### src/rtl/spi_regs_pkg.sv
package spi_regs_pkg;
    localparam int ADDR_W = 5;
    localparam logic [ADDR_W-1:0] ADDR_CLKCODE = 5'h03;
    localparam logic [ADDR_W-1:0] ADDR_CTRL    = 5'h04;
    localparam logic [ADDR_W-1:0] ADDR_STAT    = 5'h08;
    localparam logic [ADDR_W-1:0] ADDR_DATA    = 5'h0C;
    localparam logic [ADDR_W-1:0] ADDR_CSEL    = 5'h10;

    localparam logic [7:0] CSEL_NONE  = 8'hFF;
    localparam logic [5:0] CTRL_RESET = 6'h0F;

    typedef struct packed {
        logic [5:0] ctrl;
        logic [7:0] csel;
        logic       busy;
        logic       start;
        logic [7:0] tx;
        logic [7:0] rx;
    } regs_t;
endpackage

### src/rtl/spi_regs_lock.sv
module spi_regs_lock (
    input  logic clk,
    input  logic rst_n,
    input  logic acquire,
    input  logic release_req,
    output logic locked
);
    logic lock_d, lock_q;

    always_comb begin
        lock_d = lock_q;
        if (acquire)     lock_d = 1'b1;
        if (release_req) lock_d = 1'b0;
    end

    always_ff @(posedge clk or negedge rst_n) begin
        if (!rst_n) lock_q <= 1'b0;
        else        lock_q <= lock_d;
    end

    assign locked = lock_q;
endmodule

### src/rtl/spi_regs_csdec.sv
module spi_regs_csdec #(
    parameter int NUM_CS = 8
) (
    input  logic              rst_n,
    input  logic [7:0]        sel,
    output logic [NUM_CS-1:0] cs_n
);
    localparam int LIMIT = (NUM_CS > 255) ? 255 : NUM_CS;

    for (genvar i = 0; i < NUM_CS; i++) begin : g_line
        if (i < LIMIT) begin : g_live
            assign cs_n[i] = ~(rst_n && (sel == 8'(i)));
        end else begin : g_dead
            assign cs_n[i] = 1'b1;
        end
    end
endmodule

### src/rtl/spi_share_regs.sv
module spi_share_regs
    import spi_regs_pkg::*;
#(
    parameter int         NUM_CS   = 8,
    parameter logic [3:0] CLK_CODE = 4'h4
) (
    input  logic              clk,
    input  logic              rst_n,
    input  logic [4:0]        bus_addr,
    input  logic              bus_wr,
    input  logic              bus_rd,
    input  logic [7:0]        bus_wdata,
    output logic [7:0]        bus_rdata,
    output logic              eng_start,
    output logic [7:0]        eng_tx,
    input  logic              eng_done,
    input  logic [7:0]        eng_rx,
    output logic [3:0]        cfg_div,
    output logic              cfg_cpha,
    output logic              cfg_cpol,
    output logic [NUM_CS-1:0] cs_n
);
    regs_t st_d, st_q;
    logic  lock_q;
    logic  busy_q;
    logic  hit_clk, hit_ctrl, hit_stat, hit_data, hit_csel;
    logic  stat_acquire, stat_release;

    assign hit_clk  = (bus_addr == ADDR_CLKCODE);
    assign hit_ctrl = (bus_addr == ADDR_CTRL);
    assign hit_stat = (bus_addr == ADDR_STAT);
    assign hit_data = (bus_addr == ADDR_DATA);
    assign hit_csel = (bus_addr == ADDR_CSEL);

    assign stat_acquire = bus_rd && hit_stat;
    assign stat_release = bus_wr && hit_stat && bus_wdata[0];

    spi_regs_lock u_lock (
        .clk         (clk),
        .rst_n       (rst_n),
        .acquire     (stat_acquire),
        .release_req (stat_release),
        .locked      (lock_q)
    );

    always_comb begin
        st_d       = st_q;
        st_d.start = 1'b0;
        if (bus_wr && hit_ctrl) st_d.ctrl = bus_wdata[5:0];
        if (bus_wr && hit_csel) st_d.csel = bus_wdata;
        if (eng_done && st_q.busy) begin
            st_d.busy = 1'b0;
            st_d.rx   = eng_rx;
        end
        if (bus_wr && hit_data && !st_q.busy) begin
            st_d.busy  = 1'b1;
            st_d.start = 1'b1;
            st_d.tx    = bus_wdata;
        end
    end

    always_ff @(posedge clk or negedge rst_n) begin
        if (!rst_n) begin
            st_q.ctrl  <= CTRL_RESET;
            st_q.csel  <= CSEL_NONE;
            st_q.busy  <= 1'b0;
            st_q.start <= 1'b0;
            st_q.tx    <= 8'h00;
            st_q.rx    <= 8'h00;
        end else begin
            st_q <= st_d;
        end
    end

    always_comb begin
        bus_rdata = 8'h00;
        if (hit_clk)  bus_rdata = {4'b0000, CLK_CODE};
        if (hit_ctrl) bus_rdata = {2'b00, st_q.ctrl};
        if (hit_stat) bus_rdata = {6'b0, st_q.busy, lock_q};
        if (hit_data) bus_rdata = st_q.rx;
        if (hit_csel) bus_rdata = st_q.csel;
    end

    assign busy_q    = st_q.busy;
    assign eng_start = st_q.start;
    assign eng_tx    = st_q.tx;
    assign cfg_div   = st_q.ctrl[3:0];
    assign cfg_cpha  = st_q.ctrl[4];
    assign cfg_cpol  = st_q.ctrl[5];

    spi_regs_csdec #(.NUM_CS(NUM_CS)) u_csdec (
        .rst_n (rst_n),
        .sel   (st_q.csel),
        .cs_n  (cs_n)
    );
endmodule

### config.mk
export PLATFORM = sky130hd
export DESIGN_NAME = spi_share_regs
export DESIGN_NICKNAME = d
export VERILOG_FILES = /design/src/rtl/spi_regs_pkg.sv /design/src/rtl/spi_regs_lock.sv /design/src/rtl/spi_regs_csdec.sv /design/src/rtl/spi_share_regs.sv
export SDC_FILE = /design/constraint.sdc
export NUM_CORES = 1
export LEC_CHECK = 0
export BUFFER_PORTS_ARGS = -buffer_cell sky130_fd_sc_hd__buf_2
export CORE_MARGIN = 2
export CORE_UTILIZATION = 45
export DETAILED_ROUTE_END_ITERATION = 10
export GPL_ROUTABILITY_DRIVEN = 0
export MAX_ROUTING_LAYER = met4
export PLACE_DENSITY = 0.73
export SYNTH_ARGS = -nofsm -noshare
export SYNTH_HDL_FRONTEND = slang
export SYNTH_SLANG_ARGS = --single-unit
### constraint.sdc
create_clock -name clk -period 4.2 [get_ports clk]
set_clock_uncertainty 0.1 [all_clocks]
set_input_delay 0.21 -clock clk [delete_from_list [all_inputs] [get_ports clk]]
set_output_delay 0.21 -clock clk [all_outputs]
set_load 0.01 [all_outputs]
; Word-level counts from Yosys, hierarchy flattened
; Cells that the tools add are included.
[word_totals]
regBits = 33
output_inout_bits = 31
[classes]
n_mux = 9
bitwise = 8
n_eq_ne = 12
n_reduce_logical = 20
[op_table]
columns = cell, count
row1 = "8-bit by 3-bit == test with 1-bit output, second input constant", 4
row2 = 8-bit two-way mux, 4
row3 = "8-bit by 2-bit == test with 1-bit output, second input constant", 2
row4 = 1-bit logical AND, 16
row5 = "5-bit by 4-bit == test with 1-bit output, second input constant", 2
row6 = 10-bit two-way mux, 1
row7 = "8-bit by 1-bit == test with 1-bit output, second input constant", 1
row8 = 8-bit zero test, 1
row9 = 1-bit NOT, 8
row10 = "5-bit by 2-bit == test with 1-bit output, second input constant", 1
row11 = "5-bit by 3-bit == test with 1-bit output, second input constant", 1
row12 = "5-bit == test, second input constant", 1
row13 = 2-bit nonzero test, 2
row14 = 1-bit two-way mux, 3
row15 = 3-bit two-way mux, 1
row16 = 1-bit zero test, 1

; Logic depth before layout (Yosys ltp)
; Gate-level depths: netlist of the first run.
[logic_depth]
depth_word = 6
ltp_mapped = 3
ltp_nobuf = 3

; Hierarchy
; A second synthesis of the first run with hierarchy kept.
[hier_totals]
hier_cells = 140
area_unflattened_um2 = 1697.9
[modules_own_cells]
columns = module, seq_area_each_um2, area_per_inst_um2, cells_per_inst, instances
row1 = spi_share_regs, 815.8, 1567.8, 124, 1
row2 = spi_regs_csdec, 0.0, 95.1, 14, 1
row3 = spi_regs_lock, 25.0, 35.0, 2, 1

; Least setup slack after synthesis of the first run
; No wires, ideal clock.
[synth_path]
path_kind = reg-to-output
startpoint = reg st_q[24] (netlist name)
endpoint = out cs_n[3]
required_time_ps = 3890
t_arrival_ps = 1385
stages_incl_launch_ff = 4
n_path_buf = 0
slack_ps = 2505
cell_sequence = dfstp_2 > or4_1 > nor4b_2 > nand3_1
[synth_between]
elab_chain_len = 3
[synth_lines]
columns = element, line
row1 = start: declaration, spi_share_regs.sv:23  ; regs_t st_d, st_q;
row2 = start signal: assignment, spi_share_regs.sv:71  ; st_q <= st_d;
row3 = 8-bit by 2-bit == test with 1-bit output, spi_regs_csdec.sv:12  ; assign cs_n[i] = ~(rst_n && (sel == 8'(i)));
row4 = 1-bit logical AND, spi_regs_csdec.sv:12
row5 = 1-bit NOT, spi_regs_csdec.sv:12
row6 = end: declaration, spi_share_regs.sv:21  ; output logic [NUM_CS-1:0] cs_n
; Every way passes these cells.

; Worst setup path after layout of the first run
[layout_path]
startpoint = in rst_n
endpoint = out cs_n[3]
[layout_between]
elab_chain_len = 2
[layout_lines]
columns = element, line
row1 = start: declaration, spi_share_regs.sv:8  ; input logic rst_n,
row2 = 1-bit logical AND, spi_regs_csdec.sv:12
row3 = 1-bit NOT, spi_regs_csdec.sv:12
; Every way passes these cells.

==> results.cfg, run 1 <==
[pwr]
combPwrFrac_pct = 18.7
leakagePower_nw = 0.9523
swShare_pct = 26.23
seqPwrFrac_pct = 47.9
clkPwrFrac_pct = 33.5
ir_drop_v = 0.0002615
powerDensity_nw_per_um2 = 449.5
switching_power_mw = 0.2447
p_int_mw = 0.6884

[global_routing]
grt_pass1_wl_um = 5644
gr-total-overflow = 0
grt_max_degree = 36
antenna_found_initial = 0
grt_pass1_vias = 1162
track_usage_pct = 18.16

[route]
vias_per_cell = 5.326
drc_errors = 0
wl_per_cell_um = 15.65
wirelength_um = 3646
drt_pass1_iterations = 4
drtIter0Drc = 71
vias = 1241
ant_nets = 0

[finish]
fin_util_pct = 57.13
drive_above_1_share_pct = 62.16
layout.nets = 210
antenna_cells = 0
fillers = 328
area_growth_pct = 22.16

[clocking]
clkLatencyLatePin_ps = 280
cts.sinks = 33
cts-root-buf = clkbuf_8
cts_tree = yes
numCtsBuffers = 5
postCtsSetupRepairBufs = 0
htreeDepth = 2
clk_pin_slew_ps = 70
cts_buffer_depth = 2

[synthesis]
netlist_area_um2 = 1699
synth_top_area_share_pct = 30.93
synth_cells = 133
synth_nets = 159
synth_cell_types = 32
synth_flop_cell = dfrtp_1
ys_seq_area_share_pct = 49.48
ys_top_cells_by_area = dfrtp_1 (31%), mux2_2 (20%), dfstp_2 (19%)
synth_most_common_cell = mux2_2
synth-seq-cells = 33
yosysTopAreaCell = dfrtp_1
yosysWarnings = 0
yosys-top-cells-count = mux2_2 (30), dfrtp_1 (21), buf_4 (12), dfstp_2 (12), nand2_1 (10)
syn_avg_cell_area_um2 = 12.78
ys_async_sr_fraction_pct = 100.0
synth_edf_count = 0

[floorplanning]
die_y_um = 65.45
core_um2 = 3633
num_rows = 22
ioPinCount = 57
die_x_um = 65.45
start_util_pct = 46.76
die_area_um2 = 4283

[setup_path]
critPathLaunchType = input port
worst_setup_path_end_kind = output port
timing.rr.end = eng_tx[5]
r2r_slack_ps = 2930
crit_fanout = 35
arrival_ps = 2110
r2r_start = busy_q
reg2regPathDepth = 3
worst_ep_required_time_ps = 3890
critical_path_class = in2out

[timing]
slew_headroom_pct = 39.28
worstMarginPinSlew_ps = 898.1
setup_ws_ps = 1784
rsz0062_at_grt = no
timing.fmax_ghz = 0.4139
min_period_over_period_pct = 57.53
setup_violations = 0
final_max_slew_viol_count = 0
fin_crit_ps = 2416
hold_violations = 0
setup-tns-final_ps = 0

[flow_run]
maxCapViolations = 0

[outcome]
status = completed

[placement]
dpl.hpwl_um = 2736
place_ws_ps = 2267
io_buffers = 56

[worst_hold_path]
min_from = eng_done
hold_end = busy_q
min_path_type = in2reg
holdPathStages = 2
## cell type report
class / count / area [um^2] / share of cell area (%)
inverter: 4 / 15.01 / 0.7233
clock inverter: 2 / 37.54 / 1.808
sequential: 33 / 840.8 / 40.51
multi-input combinational: 83 / 749.5 / 36.11
clock buffer: 6 / 82.58 / 3.978
timing repair buffer: 57 / 290.3 / 13.98
tap: 48 / 60.06 / 2.893
## cells in the final DEF, fill, tap and decap left out, drive strengths merged
cell type	n
clkbuf	6
dfrtp	21
nand3	4
nor3b	2
o31ai	1
or2	2
or4	1
dlygate4sd3	1
nor2	2
a32o	4
a221oi	3
o21ai	1
nand3b	3
inv	4
bufinv	1
a31oi	1
nand4	1
and4bb	1
buf	56
a211oi	1
mux2	30
a21oi	3
nor2b	4
nor4b	4
a22o	2
clkinvlp	1
nand2	10
nor4bb	2
dfstp	12
a41oi	1
## worst max-delay path by stage
stage                           start           end  slack (ps)  cells after the start
after floorplan              st_q[24]       cs_n[3]        2500                      3
after global placement    bus_addr[4]  bus_rdata[4]        2330                      5
after detailed placement  bus_addr[1]  bus_rdata[3]        2270                      5
after CTS                       rst_n       cs_n[3]        1740                      5
after global routing            rst_n       cs_n[3]        1520                      5
final                           rst_n       cs_n[3]        1780                      5
## registers in the layout, indices dropped and copies added (netlist names)
register / flops
cfg_div: 4
eng_tx: 8
st_q: 16
eng_start: 1
cfg_cpha: 1
cfg_cpol: 1
busy_q: 1
u_lock.locked: 1
## stage by stage
| step | hold WS [ps] | total power, mW | instances | instance area (um^2) |
|---|---|---|---|---|
| 4_1_cts | 19.46 | 0.9404 | 233 | 2076 |
| 3_5_place_dp | 213.0 | 0.6272 | 224 | 1946 |
| 2_1_floorplan | -185.6 | 0.5744 | 133 | 1699 |
| 3_3_place_gp | 207.4 | 0.6180 | 224 | 1946 |
| 6_report | 24.05 | 0.9331 | 233 | 2076 |
| 5_1_grt | 38.98 | 0.9781 | 233 | 2076 |
## timing repair
item / in CTS / in global routing
hold buffers: 1 / 0
gates resized for setup: 0 / 0
endpoints found under the hold margin: 21 / 0
## logic make-up (layout without fill, tap and decap cells)
group | Yosys count | count (layout) | share of synthesized area, %
flip-flops | 33 | 33 | 49.48
AND/OR/NAND/NOR | 36 | 36 | 16.35
AO/OA/AOI/OAI | 17 | 17 | 7.880
buffers and inverters | 17 | 69 | 6.406
multiplexers | 30 | 30 | 19.88
## power groups by stage
stage          combinational, mW  clock, mW  sequential (mW)
2_1_floorplan              0.138          0            0.437
3_3_place_gp               0.170          0            0.448
3_5_place_dp               0.176          0            0.452
4_1_cts                    0.177      0.317            0.446
5_1_grt                    0.190      0.333            0.455
6_report                   0.174      0.312            0.447
## worst max-delay path: stages
cell	delay, ps
dlygate4sd3_1	520
buf_2	600
nor4b_2	490
nand3_1	120
buf_2	160
## routing by layer
layer  GRT usage, %  vias up  wire (um)
met2          27.81       44       1789
met3          4.110        3        232
li1               -      587          -
met5              -        -          0
met4          6.250        0         37
met1          23.97      607       1586
Power figures use the tool's default switching activity.
==> run 2, diff against run 1 <==
Settings changed: ABC_AREA set to 1, PLACE_DENSITY 0.73 to 0.75.
Clock period 4.2 ns to 2.1 ns, I/O delays scaled along.
==> results.cfg, run 2 <==
[worst_hold_path]
min_path_type = in2reg
min_from = bus_wr
hold_end = u_lock.locked
holdPathStages = 4

[synthesis]
ys_seq_area_share_pct = 47.16
synth_fa_ha_area_share_pct = 0
synth_most_common_cell = nand2_1
ys_async_sr_fraction_pct = 100.0
synth-seq-cells = 33
synth_top_area_share_pct = 29.47
synth_cells = 213
synth_nets = 239
synth_xor_xnor_area_share_pct = 0
synth_cell_types = 23
netlist_area_um2 = 1783
synth_simple_gate_area_share_pct = 32.28
synth-compound-area-share_pct = 6.035
yosysWarnings = 0
syn_avg_cell_area_um2 = 8.371
yosys-top-cells-count = nand2_1 (71), dfrtp_1 (21), inv_1 (20), nand3_1 (20)
synth_top_family_by_area = simple AND/OR/NAND/NOR gates
synth_flop_cell = dfrtp_1
yosysTopAreaCell = dfrtp_1
synth_edf_count = 0
synth.area.mux_share_pct = 3.789
ys_top_cells_by_area = dfrtp_1 (29%), dfstp_2 (18%), nand2_1 (15%)

[global_routing]
grt_pass1_vias = 1581
grt_max_degree = 34
gr-total-overflow = 0
antenna_found_initial = 0
track_usage_pct = 21.60
grt_pass1_wl_um = 7038

[timing]
rsz0062_at_grt = no
final_max_slew_viol_count = 0
slew_headroom_pct = 69.72
fin_crit_ps = 1759
hold_ws_ps = 45.00
setup_violations = 0
hold_violations = 0
setup-tns-final_ps = 0
worstMarginPinSlew_ps = 450.8
min_period_over_period_pct = 83.76
timing.fmax_ghz = 0.5685

[route]
vias = 1634
wl_per_cell_um = 12.79
drc_errors = 0
vias_per_cell = 4.937
drt_pass1_iterations = 4
drtIter0Drc = 73
ant_nets = 0
wirelength_um = 4235

[pwr]
leakagePower_nw = 1.206
seqPwrFrac_pct = 47.4
ir_drop_v = 0.0005505
swShare_pct = 27.96
p_int_mw = 1.360
powerDensity_nw_per_um2 = 810.6
clkPwrFrac_pct = 32.4
combPwrFrac_pct = 20.1
switching_power_mw = 0.5277

[clocking]
clkLatencyLatePin_ps = 280
numCtsBuffers = 5
cts-root-buf = clkbuf_8
htreeDepth = 2
cts_tree = yes
cts_resized = 0
cts-hold-fix-buffers = 19
cts.sinks = 33
postCtsSetupRepairBufs = 0
cts_buffer_depth = 2
clk_pin_slew_ps = 70

[finish]
multi_input_area_um2 = 750.7
ff_latch_area_um2 = 840.8
layout_common_cells = nand2_1 (71), buf_2 (56), dfrtp_1 (21), inv_1 (20), nand3_1 (20)
final_common_cell = nand2_1
antenna_cells = 0
final_cells = 331
area_growth_pct = 30.60
top_register = st_q
layout.nets = 308
largest_register_ffs = 16
fillers = 366
drive_above_1_share_pct = 33.92

[setup_path]
critical_path_class = reg2out
worst_ep_required_time_ps = 1890
r2r_slack_ps = 780
critPathLaunchType = flip-flop
startpoint = st_q[20]
worst_setup_path_end_kind = output port
timing.rr.end = st_q[7]
r2r_start = busy_q
crit_fanout = 4
arrival_ps = 1550
reg2regPathDepth = 2

[floorplanning]
core_um2 = 3744
die_y_um = 66.95
die_area_um2 = 4482
num_rows = 22
start_util_pct = 47.63
ioPinCount = 57
die_x_um = 66.95

[placement]
dpl.hpwl_um = 3050
io_buffers = 56
placedCellCount = 304

[flow_run]
maxCapViolations = 0

[outcome]
status = completed
==> run 2: stage by stage <==
step / instance area, um^2 / setup slack, ps / power (mW) / utilization (%)
after floorplan: 1783 / 840.2 / 1.153 / -
after global placement: 2022 / 671.5 / 1.247 / 54.01
after detailed placement: 2022 / 639.9 / 1.260 / 54.01
after CTS: 2328 / 328.8 / 1.900 / 62.20
after global routing: 2328 / 217.6 / 1.998 / 62.20
final: 2328 / 340.9 / 1.887 / 62.20
==> run 2: cell type report <==
type / instances / area share (%)
clock buffer: 7 / 3.708
tap: 48 / 2.579
multi-input combinational: 145 / 32.24
clock inverter: 1 / 1.290
timing repair buffer: 77 / 20.85
inverter: 20 / 3.224
sequential: 33 / 36.11
==> run 2: logic make-up after synthesis <==
| kind of cell | Yosys count |
|---|---|
| buffers and inverters | 35 |
| muxes | 6 |
| and+or+nand+nor | 119 |
| DFF | 33 |
| AOI/OAI and AO/OA | 20 |
==> run 2: per-layer routing <==
| metal | part of all wire [%] | up-vias | GRT usage [%] |
|---|---|---|---|
| met3 | 4.4 | 9 | 4.054 |
| met5 | 0 | - | - |
| li1 | - | 809 | - |
| met1 | 44 | 770 | 26.48 |
| met2 | 50 | 46 | 36.75 |
| met4 | 1.8 | 0 | 5.612 |
==> run 2: worst max path at each step <==
| stage | to | cells after the start |
|---|---|---|
| 2_1_floorplan | cs_n[5] | 3 |
| 3_3_place_gp | cs_n[4] | 4 |
| 3_5_place_dp | cs_n[4] | 4 |
| 4_1_cts | cs_n[4] | 4 |
| 5_1_grt | cs_n[7] | 4 |
| 6_report | cs_n[4] | 4 |
==> run 2: worst max-delay path, stage by stage, from the launching register on <==
cell and delay, ps:
dfstp_2 550, inv_1 60, nor3_1 370, nand3_1 130, buf_2 160
==> run 2: power by group through the flow <==
stage / Sequential, mW / Clock (mW) / Combinational (mW)
floorplan: 0.883 / 0 / 0.270
global placement: 0.902 / 0 / 0.345
detailed placement: 0.905 / 0 / 0.355
CTS: 0.896 / 0.621 / 0.383
global route: 0.912 / 0.654 / 0.432
finish: 0.895 / 0.612 / 0.380
